==> src/rtl/nw_sram_pkg.sv <==
package nw_sram_pkg;
   typedef enum logic [1:0] {
      OP_IDLE = 2'd0,
      OP_RD   = 2'd1,
      OP_WR   = 2'd2
   } op_e;
endpackage

==> src/rtl/nw_burst_gen.sv <==
module nw_burst_gen
   import nw_sram_pkg::*;
#(
   parameter int AW = 6
) (
   input  logic          clk,
   input  logic          rst_n,
   input  logic          step,
   input  logic          ld,
   input  logic          sel,
   input  logic          we_n,
   input  logic          mode_il,
   input  logic [AW-1:0] addr_in,
   output op_e           iss_op,
   output logic [AW-1:0] iss_addr
);
   op_e           cur_op;
   logic [AW-1:0] base_q;
   logic [1:0]    cnt_q;
   logic          il_q;
   logic [1:0]    cnt_nx;
   logic [1:0]    low_nx;
   op_e           ld_op;

   assign cnt_nx = cnt_q + 2'd1;
   assign low_nx = il_q ? (base_q[1:0] ^ cnt_nx) : (base_q[1:0] + cnt_nx);
   assign ld_op  = !sel ? OP_IDLE : (we_n ? OP_RD : OP_WR);

   always_comb begin
      if (ld) begin
         iss_op   = ld_op;
         iss_addr = addr_in;
      end else begin
         iss_op   = cur_op;
         iss_addr = {base_q[AW-1:2], low_nx};
      end
   end

   always_ff @(posedge clk or negedge rst_n) begin
      if (!rst_n) begin
         cur_op <= OP_IDLE;
         base_q <= '0;
         cnt_q  <= '0;
         il_q   <= 1'b0;
      end else if (step) begin
         if (ld) begin
            cur_op <= ld_op;
            base_q <= addr_in;
            cnt_q  <= '0;
            il_q   <= mode_il;
         end else begin
            cnt_q  <= cnt_nx;
         end
      end
   end
endmodule

==> src/rtl/nw_slot_pipe.sv <==
module nw_slot_pipe #(
   parameter int SW    = 12,
   parameter int DEPTH = 2
) (
   input  logic          clk,
   input  logic          rst_n,
   input  logic          step,
   input  logic [SW-1:0] slot_in,
   output logic [SW-1:0] slot_out
);
   logic [SW-1:0] chain [DEPTH+1];

   assign chain[0] = slot_in;

   for (genvar i = 0; i < DEPTH; i++) begin : g_stage
      logic [SW-1:0] q;
      always_ff @(posedge clk or negedge rst_n) begin
         if (!rst_n)    q <= '0;
         else if (step) q <= chain[i];
      end
      assign chain[i+1] = q;
   end

   assign slot_out = chain[DEPTH];
endmodule

==> src/rtl/nw_mem_core.sv <==
module nw_mem_core
   import nw_sram_pkg::*;
#(
   parameter int W  = 36,
   parameter int AW = 6,
   parameter int NB = 4
) (
   input  logic          clk,
   input  logic          rst_n,
   input  logic          step,
   input  op_e           op,
   input  logic [AW-1:0] addr,
   input  logic [NB-1:0] bw_n,
   input  logic [W-1:0]  din,
   output logic [W-1:0]  dout,
   output logic          doe
);
   localparam int LW    = W / NB;
   localparam int WORDS = 1 << AW;

   logic [W-1:0] rd_word;
   logic         wr_go;

   assign wr_go = step && (op == OP_WR);

   for (genvar g = 0; g < NB; g++) begin : g_lane
      logic [LW-1:0] lane_mem [WORDS];
      always_ff @(posedge clk) begin
         if (wr_go && !bw_n[g]) lane_mem[addr] <= din[g*LW +: LW];
      end
      assign rd_word[g*LW +: LW] = lane_mem[addr];
   end

   always_ff @(posedge clk or negedge rst_n) begin
      if (!rst_n) begin
         dout <= '0;
         doe  <= 1'b0;
      end else if (step) begin
         doe <= (op == OP_RD);
         if (op == OP_RD) dout <= rd_word;
      end
   end
endmodule

==> src/rtl/nw_sram.sv <==
module nw_sram
   import nw_sram_pkg::*;
#(
   parameter int W   = 36,
   parameter int AW  = 6,
   parameter int NB  = 4,
   parameter int LAT = 2
) (
   input  logic          clk,
   input  logic          rst_n,
   input  logic          cke_n,
   input  logic          adv,
   input  logic          we_n,
   input  logic          en_a_n,
   input  logic          en_b,
   input  logic          en_c_n,
   input  logic          mode_il,
   input  logic [NB-1:0] bw_n,
   input  logic [AW-1:0] addr,
   input  logic [W-1:0]  din,
   output logic [W-1:0]  dout,
   output logic          doe
);
   localparam int SW = 2 + AW + NB;

   if (W % NB != 0) begin : g_bad_lanes
      $error("W must split evenly into NB lanes");
   end
   if (AW < 2) begin : g_bad_aw
      $error("AW must cover the 2-bit burst field");
   end
   if (LAT < 1) begin : g_bad_lat
      $error("LAT must be at least 1");
   end

   logic          step;
   logic          sel;
   op_e           iss_op;
   logic [AW-1:0] iss_addr;
   logic [SW-1:0] slot_in;
   logic [SW-1:0] slot_out;
   op_e           ex_op;
   logic [AW-1:0] ex_addr;
   logic [NB-1:0] ex_bw_n;

   assign step = !cke_n;
   assign sel  = !en_a_n && en_b && !en_c_n;

   nw_burst_gen #(.AW(AW)) u_burst (
      .clk(clk), .rst_n(rst_n), .step(step), .ld(!adv), .sel(sel),
      .we_n(we_n), .mode_il(mode_il), .addr_in(addr),
      .iss_op(iss_op), .iss_addr(iss_addr)
   );

   assign slot_in = {iss_op, iss_addr, bw_n};

   nw_slot_pipe #(.SW(SW), .DEPTH(LAT)) u_pipe (
      .clk(clk), .rst_n(rst_n), .step(step),
      .slot_in(slot_in), .slot_out(slot_out)
   );

   assign ex_op   = op_e'(slot_out[SW-1 -: 2]);
   assign ex_addr = slot_out[NB +: AW];
   assign ex_bw_n = slot_out[NB-1:0];

   nw_mem_core #(.W(W), .AW(AW), .NB(NB)) u_core (
      .clk(clk), .rst_n(rst_n), .step(step), .op(ex_op),
      .addr(ex_addr), .bw_n(ex_bw_n), .din(din),
      .dout(dout), .doe(doe)
   );
endmodule

==> config.mk <==
export PLATFORM = sky130hd
export DESIGN_NAME = nw_sram
export DESIGN_NICKNAME = d
export VERILOG_FILES = /design/src/rtl/nw_sram_pkg.sv /design/src/rtl/nw_burst_gen.sv /design/src/rtl/nw_slot_pipe.sv /design/src/rtl/nw_mem_core.sv /design/src/rtl/nw_sram.sv
export SDC_FILE = /design/constraint.sdc
export NUM_CORES = 2
export LEC_CHECK = 0
export CORE_UTILIZATION = 30
export CTS_CLUSTER_SIZE = 12
export DETAILED_ROUTE_END_ITERATION = 10
export MAX_ROUTING_LAYER = met4
export PLACE_DENSITY = 0.47
export SYNTH_ARGS = -nofsm -noshare
export SYNTH_HDL_FRONTEND = slang
export SYNTH_SLANG_ARGS = --single-unit
==> constraint.sdc <==
create_clock -name clk -period 6.8 [get_ports clk]
set_clock_uncertainty 0.05 [all_clocks]
set_input_delay 2.04 -clock clk [delete_from_list [all_inputs] [get_ports clk]]
set_output_delay 2.04 -clock clk [all_outputs]
set_load 0.02 [all_outputs]
After elaboration in Yosys (flattened, before gate mapping)
Memory sizes are Yosys's and may differ from the RTL's. A register that Yosys moved wholly into a read port is not among the register bits. Cells that the tools add are included.

Register bits: 36. Bits in writable memories: 2304. Memory bits (read-only): 0. Input bits: 55. Memories kept: 4. Bits in latches: 0. Logic and storage cells: 52.

Memory list: u_core.g_lane[0].lane_mem (words 64, width 9, rd ports 1, clocked after Yosys merged registers in 1, write ports 1, RTL line nw_mem_core.sv:27) `logic [LW-1:0] lane_mem [WORDS];`; u_core.g_lane[1].lane_mem (words 64, width 9, rd ports 1, clocked after Yosys merged registers in 1, write ports 1, RTL line nw_mem_core.sv:27); u_core.g_lane[2].lane_mem (words 64, width 9, rd ports 1, clocked after Yosys merged registers in 1, write ports 1, RTL line nw_mem_core.sv:27); u_core.g_lane[3].lane_mem (words 64, width 9, rd ports 1, clocked after Yosys merged registers in 1, write ports 1, RTL line nw_mem_core.sv:27).

Eq/ne operators: 2. Bitwise gates (word level): 3. Reduce and logical (&&, ||, !) cells: 20. Mux-type cells: 14. Magnitude comparators: 0. Shift-type cells: 0. $mul: 0. Add/sub/neg operators: 2. Divide/modulo/power cells: 0.

Operators with widths (count): $logic_not 1->1 (11); $mux 2 (5); $mux 1 (8); $logic_and 1x1->1 (7); $mux 6 (1); $reduce_and 2->1 (2); $add 2x1->2 const B (1); $add 2x2->2 (1); $eq 2x1->1 const B (1); $eq 2x2->1 const B (1); $not 1->1 (2); $xor 2x2->2 (1).

Logic depth before layout (Yosys ltp)
Depth after elaboration: 5. Gate-level depth with buffers: 12. Mapped depth without buffers: 8.

Hierarchy
A second synthesis with hierarchy kept.

Cells, all modules: 5085. Area, all modules: 92653.9 µm².

By module, submodules not included: nw_mem_core (instances 1, area an instance 91047.3 µm², cells an instance 4981); nw_slot_pipe (instances 1, area an instance 997.2 µm², cells an instance 51); nw_burst_gen (instances 1, area an instance 589.3 µm², cells an instance 50); nw_sram (instances 1, area an instance 20.0 µm², cells an instance 3).

Worst setup path after synthesis
OpenSTA, ideal clock, no wires.

Path type: input port to flip-flop. From: in cke_n. To: mem u_core.g_lane[2].lane_mem[58][0] in the netlist's numbering (enable). Arrival time: 3.703 ns. Path slack: 2.660 ns. Stages on the path: 5. Required time: 6.363 ns. Cell sequence: nor3b_1 nor2b_1 clkbuf_1 nand2_1 nor3_1.

Cells in the longest elaborated chain, start to end: 5.

Ends and longest elaborated chain: start, declared (RTL line nw_sram.sv:11) `input logic cke_n,`; $logic_not 1->1 (RTL line nw_sram.sv:46) `assign step = !cke_n;`; $logic_and 1x1->1 (RTL line nw_mem_core.sv:24) `assign wr_go = step && (op == OP_WR);`; $logic_and 1x1->1 (RTL line nw_mem_core.sv:29) `if (wr_go && !bw_n[g]) lane_mem[addr] <= din[g*LW +: LW];`; $mux 1 (RTL line nw_mem_core.sv:29); $mux 1 (implied by the code) (RTL line nw_mem_core.sv:29); end, declared (RTL line nw_mem_core.sv:27).

Every way passes these cells.

Worst setup path in the final report
From: in cke_n. To: mem u_core.g_lane[2].lane_mem[1][7] in the netlist's numbering (enable).

Same word-level chain as after synthesis.

==> run_results.csv <==
group,metric,value,unit
detailed_routing,vias,52100,
clock_network,hold_buffers,0,
synthesis,synth_ff_type,"edfxtp_1",
finish,finalNetCount,5210,
synthesis,synthMuxAreaShare,0.108,
run_status,status,"finished, final reports clean",
synthesis,synth-simple-area-share,0.0301,
place,hpwl,201,mm
sta,final_max_slew_viol_count,0,
synthesis,synth_seq_cells,2374,
synthesis,synthCells,4963,
sta,finalWorstSetupSlack,2140,ps
sta,max_freq,215,MHz
worst_setup_path,criticalPathCategory,"input pin to flip-flop",
sta,timing.final.crit_period,4660,ps
place,place_congestion,0.869,
worst_hold_path,hold_end,"u_core.doe",
finish,fin_util,0.347,
clock_network,cts_made_buffers,270,
detailed_routing,wl,328,mm
clock_network,cts_max_level,5,
synthesis,syn-cell-area,92200,um2
floorplan,fp.dieH,556,um
finish,area_delta_synth_final,15.0,%
clock_network,clkTransAtPathRegs,60,ps
clock_network,cts_root_buf,"clkbuf_16",
sta,rsz0062_at_grt,"false",
place,place_ws,1330,ps
worst_setup_path,cp-start-kind,"input pin",
synthesis,synth-compound-area-share,0.0717,
worst_setup_path,r2r_cells,8,
sta,fin_crit_sh,0.685,
clock_network,clock_sinks,2374,
worst_hold_path,hold_class,"flip-flop to flip-flop",
grt,grt_max_degree,99,
floorplan,core_area,306000,um2
worst_setup_path,cp.required,7160,ps
sta,hold_viol,0,
grt,track_usage,0.214,
detailed_routing,drtIter0Drc,6854,
detailed_routing,dr.pass1.iters,6,
floorplan,io_pins,92,
clock_network,post_cts_resized,0,
synthesis,synth_cell_types,71,
power_and_ir_drop,total_power,36700,uW
place,io_buffers,91,
floorplan,die_w,556,um
detailed_routing,antenna_left,0,
sta,setup_violations,0,
sta,finalSetupTns,0,ps
worst_setup_path,r2r-start,"u_pipe.slot_out[6]",
detailed_routing,post-route-drc-count,0,
synthesis,synth-edff-count,2304,
sta,worst_slew_pin_slew,1420,ps
worst_hold_path,min-delay-start,"u_core.doe",
finish,drive_above_1_share,0.195,
worst_setup_path,r2r_end,"u_core.dout[6]",
worst_hold_path,hold_depth,2,
finish,layout_common_cells,"edfxtp_1, nor2_1, clkbuf_16",
synthesis,ys_warn_count,0,
sta,slew_headroom,0.0529,
worst_setup_path,rrSetupSlack,2410,ps
floorplan,fp-row-count,203,
worst_setup_path,cp-end-kind,"flip-flop",
synthesis,synth_xor_area_frac,0.000285,
detailed_routing,via_per_inst,5.51,
synthesis,synth_fp_nets,5019,
clock_network,cts_buffer_depth,4,
synthesis,async_flop_share,0.0295,
synthesis,syn_area_per_cell,18.6,um2
power_and_ir_drop,power.density,346,nW/um2
worst_setup_path,path_max_fanout,10,
grt,antenna_found_initial,27,
finish,layout_commonest_cell,"edfxtp_1",
worst_setup_path,arrival,5020,ps
floorplan,initial_core_util,0.302,
flow_run,drv_cap,0,
sta,timing.hold.ws,433,ps
clock_network,cts_setup_buffers,0,
synthesis,synth_top_family_by_area,"multiplexers",
synthesis,synthAdderAreaFrac,0.000136,
clock_network,insertion_delay,870,ps
synthesis,seq_area_frac_synth,0.769,
floorplan,die-area,310000,um2
grt,overflow,0,
power_and_ir_drop,ir_worst_vdd,0.201,mV
power_and_ir_drop,p_leak,0.0327,uW
clock_network,cts_tree,"yes",
detailed_routing,wire_per_inst,34.7,um
grt,grt_pass1_vias,51300,
grt,grt_pass1_wl,446,mm
==> worst max path at each step <==
stage,to,cells past startpoint,from,slack [ps]
2_1_floorplan,u_core.g_lane[2].lane_mem[58][0],5,cke_n,2660
3_3_place_gp,u_core.g_lane[2].lane_mem[49][8],7,cke_n,1300
3_5_place_dp,u_core.g_lane[2].lane_mem[49][8],7,cke_n,1330
4_1_cts,u_core.g_lane[2].lane_mem[1][0],7,cke_n,2170
5_1_grt,u_core.g_lane[2].lane_mem[49][8],7,cke_n,2120
6_report,u_core.g_lane[2].lane_mem[1][7],7,cke_n,2140
==> cells in the mapped netlist, drive strengths merged, types with 3 or more instances <==
master / number / area [um2]
a221oi: 189 / 1670
a22o: 33 / 289
a222oi: 8 / 80.1
a221o: 46 / 460
a311oi: 8 / 70.1
and2: 5 / 31.3
nand3: 25 / 125
o2111ai: 8 / 70.1
nor2b: 11 / 68.8
inv: 5 / 21.3
nand4: 8 / 50.1
nand2: 181 / 679
edfxtp: 2304 / 69200
nor4: 5 / 31.3
nor3: 20 / 100
clkbuf: 107 / 402
nor3b: 7 / 57.6
o2bb2ai: 4 / 35.0
a31oi: 36 / 225
o31ai: 3 / 22.5
mux2: 192 / 2180
a21oi: 113 / 566
o211ai: 10 / 75.1
a41oi: 6 / 52.6
o21ai: 102 / 510
o221ai: 10 / 87.6
a211o: 4 / 35.0
dfrtp: 70 / 1750
mux4: 239 / 5380
or3b: 4 / 35.0
nor2: 365 / 1380
mux2i: 236 / 2360
nand2b: 10 / 62.6
a32oi: 5 / 43.8
and3: 14 / 87.6
o22a: 11 / 96.3
o22ai: 110 / 688
xnor2: 3 / 26.3
a22oi: 144 / 1080
a211oi: 19 / 148
or2: 4 / 25.0
o21a: 3 / 22.5
o32a: 20 / 200
buf: 240 / 1510
==> area by class of cell <==
type | instances | area, um2
Multi-Input combinational cell | 2237 | 19500
Sequential cell | 2374 | 70900
Clock buffer | 354 | 7230
Inverter | 5 | 31.3
Tap cell | 4100 | 5130
Timing Repair Buffer | 266 | 2280
Antenna cell | 11 | 27.5
Clock inverter | 115 | 846
Fill cell | 29000 | 200000
==> power by group <==
part | leakage (uW) | internal [uW] | switching, uW | total [uW]
Combinational | 0.00719 | 2030 | 4400 | 6430
Clock | 0.00393 | 7800 | 5930 | 13700
Sequential | 0.0215 | 16200 | 346 | 16500
Total | 0.0327 | 26000 | 10700 | 36700
==> layer usage <==
layer / up-vias / track usage / share of wire
li1: 20800 / - / -
met1: 28100 / 0.287 / 0.41
met2: 2760 / 0.333 / 0.47
met3: 477 / 0.0367 / 0.082
met4: 0 / 0.0654 / 0.032
met5: - / - / 0
==> through the flow <==
step	instances	instance area (um2)
5_1_grt	9455	106000
2_1_floorplan	4963	92200
3_3_place_gp	8982	97900
3_5_place_dp	8982	97900
4_1_cts	9451	106000
6_report	9462	106000
==> kinds of logic after synthesis <==
group                    count (synthesis)
AO/OA/AOI/OAI                          901
XOR/XNOR                                 3
adder cells (fa/ha/maj)                  1
buffers and inverters                  352
flip-flops                            2374
multiplexers                           667
AND/OR/NAND/NOR                        665
==> critical path: stages <==
cell     delay, ps
buf_2          120
nor3b_1        500
buf_4          280
nor2b_1        390
buf_4          260
nand2_1        540
nor2_1         860
==> state kept, by name, summed over array words and instances (netlist names) <==
name,flops
u_burst.base_q,6
u_burst.cnt_q,2
u_burst.cur_op,2
u_burst.il_q,1
u_core.doe,1
u_core.dout,36
u_core.g_lane.lane_mem,2304
u_pipe.g_stage.q,10
u_pipe.slot_out,12
Note: power is estimated with default switching activity, not from simulation.
